### config.mk
export PLATFORM = sky130hd
export DESIGN_NAME = desc_ring_producer
export DESIGN_NICKNAME = d
export VERILOG_FILES = /design/src/rtl/ring_pkg.sv /design/src/rtl/ring_ptr_ctrl.sv /design/src/rtl/ring_lap_stamper.sv /design/src/rtl/ring_store.sv /design/src/rtl/desc_ring_producer.sv
export SDC_FILE = /design/constraint.sdc
export NUM_CORES = 2
export LEC_CHECK = 0
export ABC_CLOCK_PERIOD_IN_PS = 2700
export BUFFER_PORTS_ARGS = -buffer_cell sky130_fd_sc_hd__buf_2
export CAP_MARGIN = 20
export CORE_ASPECT_RATIO = 0.9
export CORE_MARGIN = 4
export CORE_UTILIZATION = 23
export CTS_BUF_LIST = sky130_fd_sc_hd__clkbuf_4 sky130_fd_sc_hd__clkbuf_8
export CTS_CLUSTER_DIAMETER = 60
export DETAILED_ROUTE_END_ITERATION = 10
export GPL_ROUTABILITY_DRIVEN = 0
export GPL_TIMING_DRIVEN = 0
export PLACE_DENSITY_LB_ADDON = 0.1
export SLEW_MARGIN = 5
export SYNTH_ARGS = -nofsm -noshare
export SYNTH_HDL_FRONTEND = slang
export SYNTH_SLANG_ARGS = --single-unit
### constraint.sdc
create_clock -name clk -period 2.7 [get_ports clk]
set_input_delay 0.27 -clock clk [delete_from_list [all_inputs] [get_ports clk]]
set_output_delay 0.27 -clock clk [all_outputs]
set_load 0.03 [all_outputs]
### src/rtl/ring_pkg.sv
package ring_pkg;
    localparam int WORD_W       = 32;
    localparam int SLOT_WORDS   = 8;
    localparam int ID_W         = 8;
    localparam int LAP_W        = 4;
    // stamp field positions inside the last word of a slot; consumers decode these
    localparam int ID_LSB       = 20;
    localparam int LAP_LSB      = ID_LSB + ID_W;
    localparam int KEEP_W       = ID_LSB;

    function automatic logic [WORD_W-1:0] apply_stamp(
        input logic [WORD_W-1:0] raw,
        input logic [ID_W-1:0]   id,
        input logic [LAP_W-1:0]  lap
    );
        return {lap, id, raw[KEEP_W-1:0]};
    endfunction
endpackage

### src/rtl/ring_ptr_ctrl.sv
module ring_ptr_ctrl #(
    parameter int DEPTH = 8,
    parameter int WORDS = ring_pkg::SLOT_WORDS,
    localparam int PTR_W = $clog2(DEPTH),
    localparam int IDX_W = $clog2(WORDS)
) (
    input  logic                     clk,
    input  logic                     rst_n,
    input  logic                     in_valid_i,
    input  logic                     tail_we_i,
    input  logic [PTR_W-1:0]         tail_i,
    output logic                     in_ready_o,
    output logic                     wr_en_o,
    output logic                     wr_last_o,
    output logic [PTR_W+IDX_W-1:0]   wr_addr_o,
    output logic [ring_pkg::LAP_W-1:0] stamp_lap_o,
    output logic [PTR_W-1:0]         head_o,
    output logic                     full_o,
    output logic                     irq_o
);
    import ring_pkg::*;

    typedef struct packed {
        logic [PTR_W-1:0] head;
        logic [PTR_W-1:0] tail;
        logic [IDX_W-1:0] widx;
        logic [LAP_W-1:0] lap;
        logic             irq;
    } ctrl_state_t;

    ctrl_state_t st_q, st_d;
    logic full, acc, last;

    always_comb begin
        st_d = st_q;
        full = (PTR_W'(st_q.head + 1'b1) == st_q.tail);
        acc  = in_valid_i && !full;
        last = (st_q.widx == IDX_W'(WORDS - 1));
        st_d.irq = 1'b0;
        if (acc) begin
            if (last) begin
                st_d.widx = '0;
                st_d.head = PTR_W'(st_q.head + 1'b1);
                st_d.irq  = 1'b1;
                if (st_q.head == PTR_W'(DEPTH - 1)) begin
                    st_d.lap = LAP_W'(st_q.lap + 1'b1);
                end
            end else begin
                st_d.widx = IDX_W'(st_q.widx + 1'b1);
            end
        end
        if (tail_we_i) begin
            st_d.tail = tail_i;
        end
    end

    always_ff @(posedge clk) begin
        if (!rst_n) begin
            st_q <= '0;
        end else begin
            st_q <= st_d;
        end
    end

    assign in_ready_o  = !full;
    assign wr_en_o     = acc;
    assign wr_last_o   = last;
    assign wr_addr_o   = {st_q.head, st_q.widx};
    assign stamp_lap_o = LAP_W'(st_q.lap + 1'b1);
    assign head_o      = st_q.head;
    assign full_o      = full;
    assign irq_o       = st_q.irq;

    // head only moves on slot completion
    a_r5_head_hold: assert property (@(posedge clk) disable iff (!rst_n)
        !(acc && last) |=> $stable(st_q.head));

    // a full ring with no tail update freezes the fill position
    a_r6_full_freeze: assert property (@(posedge clk) disable iff (!rst_n)
        (full && !tail_we_i) |=> ($stable(st_q.head) && $stable(st_q.widx)));

    // lap changes only together with a head wrap to zero
    a_r4_lap_at_wrap: assert property (@(posedge clk) disable iff (!rst_n)
        (st_q.lap != $past(st_q.lap)) |-> (st_q.head == '0));

    // completion pulse lasts one cycle
    a_r7_irq_single: assert property (@(posedge clk) disable iff (!rst_n)
        st_q.irq |=> !st_q.irq);
endmodule

### src/rtl/ring_lap_stamper.sv
module ring_lap_stamper (
    input  logic [ring_pkg::WORD_W-1:0] word_i,
    input  logic                        last_i,
    input  logic [ring_pkg::ID_W-1:0]   id_i,
    input  logic [ring_pkg::LAP_W-1:0]  lap_i,
    output logic [ring_pkg::WORD_W-1:0] word_o
);
    import ring_pkg::*;

    always_comb begin
        word_o = word_i;
        if (last_i) begin
            word_o = apply_stamp(word_i, id_i, lap_i);
        end
    end
endmodule

### src/rtl/ring_store.sv
module ring_store #(
    parameter int ADDR_W = 6,
    localparam int N     = 1 << ADDR_W
) (
    input  logic                        clk,
    input  logic                        rst_n,
    input  logic                        we_i,
    input  logic [ADDR_W-1:0]           waddr_i,
    input  logic [ring_pkg::WORD_W-1:0] wdata_i,
    input  logic [ADDR_W-1:0]           raddr_i,
    output logic [ring_pkg::WORD_W-1:0] rdata_o
);
    import ring_pkg::*;

    logic [WORD_W-1:0] mem_q [N];
    logic [WORD_W-1:0] mem_d [N];

    always_comb begin
        for (int i = 0; i < N; i++) begin
            mem_d[i] = mem_q[i];
        end
        if (we_i) begin
            mem_d[waddr_i] = wdata_i;
        end
    end

    always_ff @(posedge clk) begin
        if (!rst_n) begin
            for (int i = 0; i < N; i++) begin
                mem_q[i] <= '0;
            end
        end else begin
            for (int i = 0; i < N; i++) begin
                mem_q[i] <= mem_d[i];
            end
        end
    end

    assign rdata_o = mem_q[raddr_i];
endmodule

### src/rtl/desc_ring_producer.sv
module desc_ring_producer #(
    parameter int DEPTH = 8,
    localparam int WORDS  = ring_pkg::SLOT_WORDS,
    localparam int PTR_W  = $clog2(DEPTH),
    localparam int IDX_W  = $clog2(WORDS),
    localparam int ADDR_W = PTR_W + IDX_W
) (
    input  logic                        clk,
    input  logic                        rst_n,
    input  logic [ring_pkg::ID_W-1:0]   ring_id_i,
    input  logic                        in_valid_i,
    input  logic [ring_pkg::WORD_W-1:0] in_word_i,
    output logic                        in_ready_o,
    input  logic                        tail_we_i,
    input  logic [PTR_W-1:0]            tail_i,
    input  logic [ADDR_W-1:0]           rd_addr_i,
    output logic [ring_pkg::WORD_W-1:0] rd_data_o,
    output logic [PTR_W-1:0]            head_o,
    output logic                        full_o,
    output logic                        irq_o
);
    import ring_pkg::*;

    logic              wr_en, wr_last;
    logic [ADDR_W-1:0] wr_addr;
    logic [LAP_W-1:0]  stamp_lap;
    logic [WORD_W-1:0] wr_data;

    ring_ptr_ctrl #(.DEPTH(DEPTH), .WORDS(WORDS)) ctrl_i (
        .clk        (clk),
        .rst_n      (rst_n),
        .in_valid_i (in_valid_i),
        .tail_we_i  (tail_we_i),
        .tail_i     (tail_i),
        .in_ready_o (in_ready_o),
        .wr_en_o    (wr_en),
        .wr_last_o  (wr_last),
        .wr_addr_o  (wr_addr),
        .stamp_lap_o(stamp_lap),
        .head_o     (head_o),
        .full_o     (full_o),
        .irq_o      (irq_o)
    );

    ring_lap_stamper stamp_i (
        .word_i (in_word_i),
        .last_i (wr_last),
        .id_i   (ring_id_i),
        .lap_i  (stamp_lap),
        .word_o (wr_data)
    );

    ring_store #(.ADDR_W(ADDR_W)) store_i (
        .clk     (clk),
        .rst_n   (rst_n),
        .we_i    (wr_en),
        .waddr_i (wr_addr),
        .wdata_i (wr_data),
        .raddr_i (rd_addr_i),
        .rdata_o (rd_data_o)
    );
endmodule

==> results.yml <==
placement:
  dpl.hpwl_um: 394400
  port_buffers: 64
  dp_slack_ns: -3.565
route:
  vias: 83052
  drtIter0Drc: 8025
  routed_wl_um: 541100
  drc_errors: 0
  drtPass1Iterations: 7
  wl_per_cell_um: 32.97
  via_per_inst: 5.060
  ant_nets: 0
hold_path:
  hold_class: "in2reg"
global_route:
  antenna_found_initial: 66
  grt_pass1_vias: 80012
  grt_max_degree: 16
  grt_pass1_wl_um: 713800
  grt_use_total_pct: 25.02
  grt_overflow: 0
yosys:
  yosys_warnings: 0
  synth.ff_latch_count: 2062
  synth_area_sq_um: 93260
  synth_top_flop_cell: "dfxtp_1"
  synth_fp_nets: 9906
  synthTopCellsByCount: "nand2_1, dfxtp_1, a21boi_0"
  synth_top_area_share_pct: 44.26
  synth_area_leaders: "dfxtp_1, nand2_1, mux4_2, o211a_1, a21boi_0"
  ys_types: 54
  yosysMostFrequentCell: "nand2_1"
  synth.largest_area_cell: "dfxtp_1"
  ys_async_sr_fraction_pct: 0
  syn_avg_cell_area_sq_um: 9.470
  synthCells: 9848
  yosysSeqAreaShare_pct: 44.26
  synth-edff-count: 0
sta:
  fin_tns_setup_ns: -136.19
  whs_ns: 0.1313
  rsz0062_at_grt: "true"
  period_share_pct: 135.3
  slew_viol_final: 0
  maxSlewHeadroom_pct: 20.22
  fmax_ghz: 0.2738
  skew_ns: 0.06798
  period_minus_slack_ns: 3.653
  hold_viol: 0
  setup_viol: 1509
  setup_ws_ns: -0.9526
  tightest_slew_ns: 1.197
setup_path:
  cpMaxStageDelayCell: "a21oi_4"
  cp.required_ns: 2.43
  worst-endpoint-arrival_ns: 3.38
  worstPathCellList: "buf_2 > buf_12 > buf_12 > buf_16 > buf_8 > buf_16 > nand2_8 > buf_16 > o22ai_4 > nor2_2 > a21oi_4 > a221oi_1 > buf_4 > buf_2"
  crit_path_frequent_cell: "buf_16"
  critical_path.max_fanout: 10
  crit_family: "buffers and inverters"
  timing_worst_setup_path_type: "in2out"
  crit_path_max_incr_delay_ns: 0.37
  crit_buf_inv: 9
  endpoint_kind: "output port"
  start_kind: "primary input"
floorplan:
  die_height_um: 612.1
  rows: 221
  start_util_pct: 23.13
  die_x_um: 679.2
  pin_count: 91
  core_area_sq_um: 403200
  dieArea_sq_um: 415700
power:
  vdd_ir_drop_max_uv: 345.1
  power.clock.fraction_pct: 48.4
  finalPower_w: 0.07255
  p_comb_share_pct: 9.4
  p_int_w: 0.05244
  switching_share_pct: 27.72
  seq_power_share_pct: 42.2
  powerDensity_nw_per_um2: 592.3
  p_sw_w: 0.02012
  leakage_nw: 49.75
flow_run:
  cap_violations: 0
finish:
  syn_to_final_growth_pct: 31.36
  final_layout_size_suffix_gt1_share_pct: 27.73
  fill_cells: 41895
  utilization_pct: 30.39
  final_nets: 10777
clock_tree:
  numCtsBuffers: 406
  path_clk_slew_ns: 0.05
  clkLatencyLatePin_ns: 1.16
  cts_tree: "yes"
  cts_root_buf: "clkbuf_8"
  clockBufferDepth: 4
  cts.sinks: 2062
  cts-htree-levels: 5
status:
  violations: "negative setup slack"
  status: "finished with violations"
[layer usage]
metal / global-route usage, % / wire [um]
met1: 35.38 / 246300
met2: 36.83 / 225200
met3: 4.894 / 41820
met4: 10.67 / 27480
met5: 0 / 369
[state kept, by name (all words and copies together) (netlist names)]
register          count
ctrl_i.irq_o          1
ctrl_i.st_q           7
ctrl_i.wr_addr_o      3
store_i.mem_q      2048
ctrl_i.head_o         3
[logic make-up (layout without fill, tap and decap cells)]
| group | count (synthesis) | after routing | share of synthesized area (%) |
|---|---|---|---|
| muxes | 616 | 616 | 13.52 |
| adders and majority gates | 5 | 5 | 0.06708 |
| AOI/OAI and AO/OA | 2333 | 2333 | 20.55 |
| and+or+nand+nor | 3751 | 3751 | 15.69 |
| buffers and inverters | 1069 | 2265 | 5.732 |
| xor gates and xnor gates | 12 | 12 | 0.1731 |
| other | 0 | 16 | 0 |
| DFF | 2062 | 2062 | 44.26 |
[worst reg2reg max path, cell delays in order (launching register included)]
cell	delay (ns)
dfxtp_4	0.38
ha_4	0.18
ha_4	0.26
xnor2_4	0.15
buf_6	0.14
buf_6	0.12
buf_8	0.13
buf_6	0.10
a311o_1	0.29
clkbuf_16	0.28
nor2_4	0.37
buf_6	0.20
nand2_1	0.07
o211a_1	0.16
[area by class of cell]
type | instances | area (sq um) | area share [%]
antenna | 16 | 40.04 | 0.03268
timing repair buffer | 480 | 7194 | 5.873
buffer | 1049 | 7950 | 6.490
multi-input combinational | 6717 | 50400 | 41.14
clock inverter | 46 | 424.2 | 0.3462
inverter | 3 | 25.02 | 0.02043
tap | 5352 | 6696 | 5.466
clock buffer | 687 | 8436 | 6.886
sequential | 2062 | 41340 | 33.75
[power by group through the flow]
stage	sequential, W	combinational [W]	clock [W]
floorplan	0.0312	0.00234	0
global placement	0.0312	0.00556	0
detailed placement	0.0312	0.00587	0
CTS	0.0306	0.00663	0.0358
global route	0.0306	0.00687	0.0370
finish	0.0306	0.00683	0.0351
[through the flow]
stage	instances	area [sq um]
finish	16412	122500
global placement	15264	100300
CTS	16345	120000
floorplan	9848	93260
detailed placement	15359	102400
global route	16400	122500
[placed cells by master, fill, tap and decap left out, drive strengths merged, types with 28 or more instances in the layout]
cell,instances
a21boi,1414
mux4,512
a22oi,54
buf,986
and2,41
a22o,28
nand2,3556
o22ai,73
mux2i,72
clkbuf,1172
a21oi,43
dlygate4sd3,53
dfxtp,2062
nor2,77
a221oi,45
o211a,640
mux2,32
[repair_timing]
item                                   4_1_cts  5_1_grt
pin swaps                                  192      179
endpoints found under the hold margin      635        0
buffers inserted                           153       48
setup endpoints to repair                 2095     1954
resized for setup                         1481      674
gates cloned                                52       26
hold buffers                                56        0
[worst paths after layout]
check	from	endpoint	slack, ns	depth (start not counted)
setup reg to reg	ctrl_i.head_o[1]$_SDFFE_PN0P_	store_i.mem_q[15][24]$_SDFFE_PN0P_	-0.23	13
setup / recovery	rd_addr_i[2]	rd_data_o[20]	-0.95	14
hold reg to reg	store_i.mem_q[31][15]$_SDFFE_PN0P_	store_i.mem_q[31][15]$_SDFFE_PN0P_	0.45	2
hold / removal	in_word_i[14]	store_i.mem_q[1][14]$_SDFFE_PN0P_	0.13	4
Note: power is estimated with default switching activity, not from simulation.
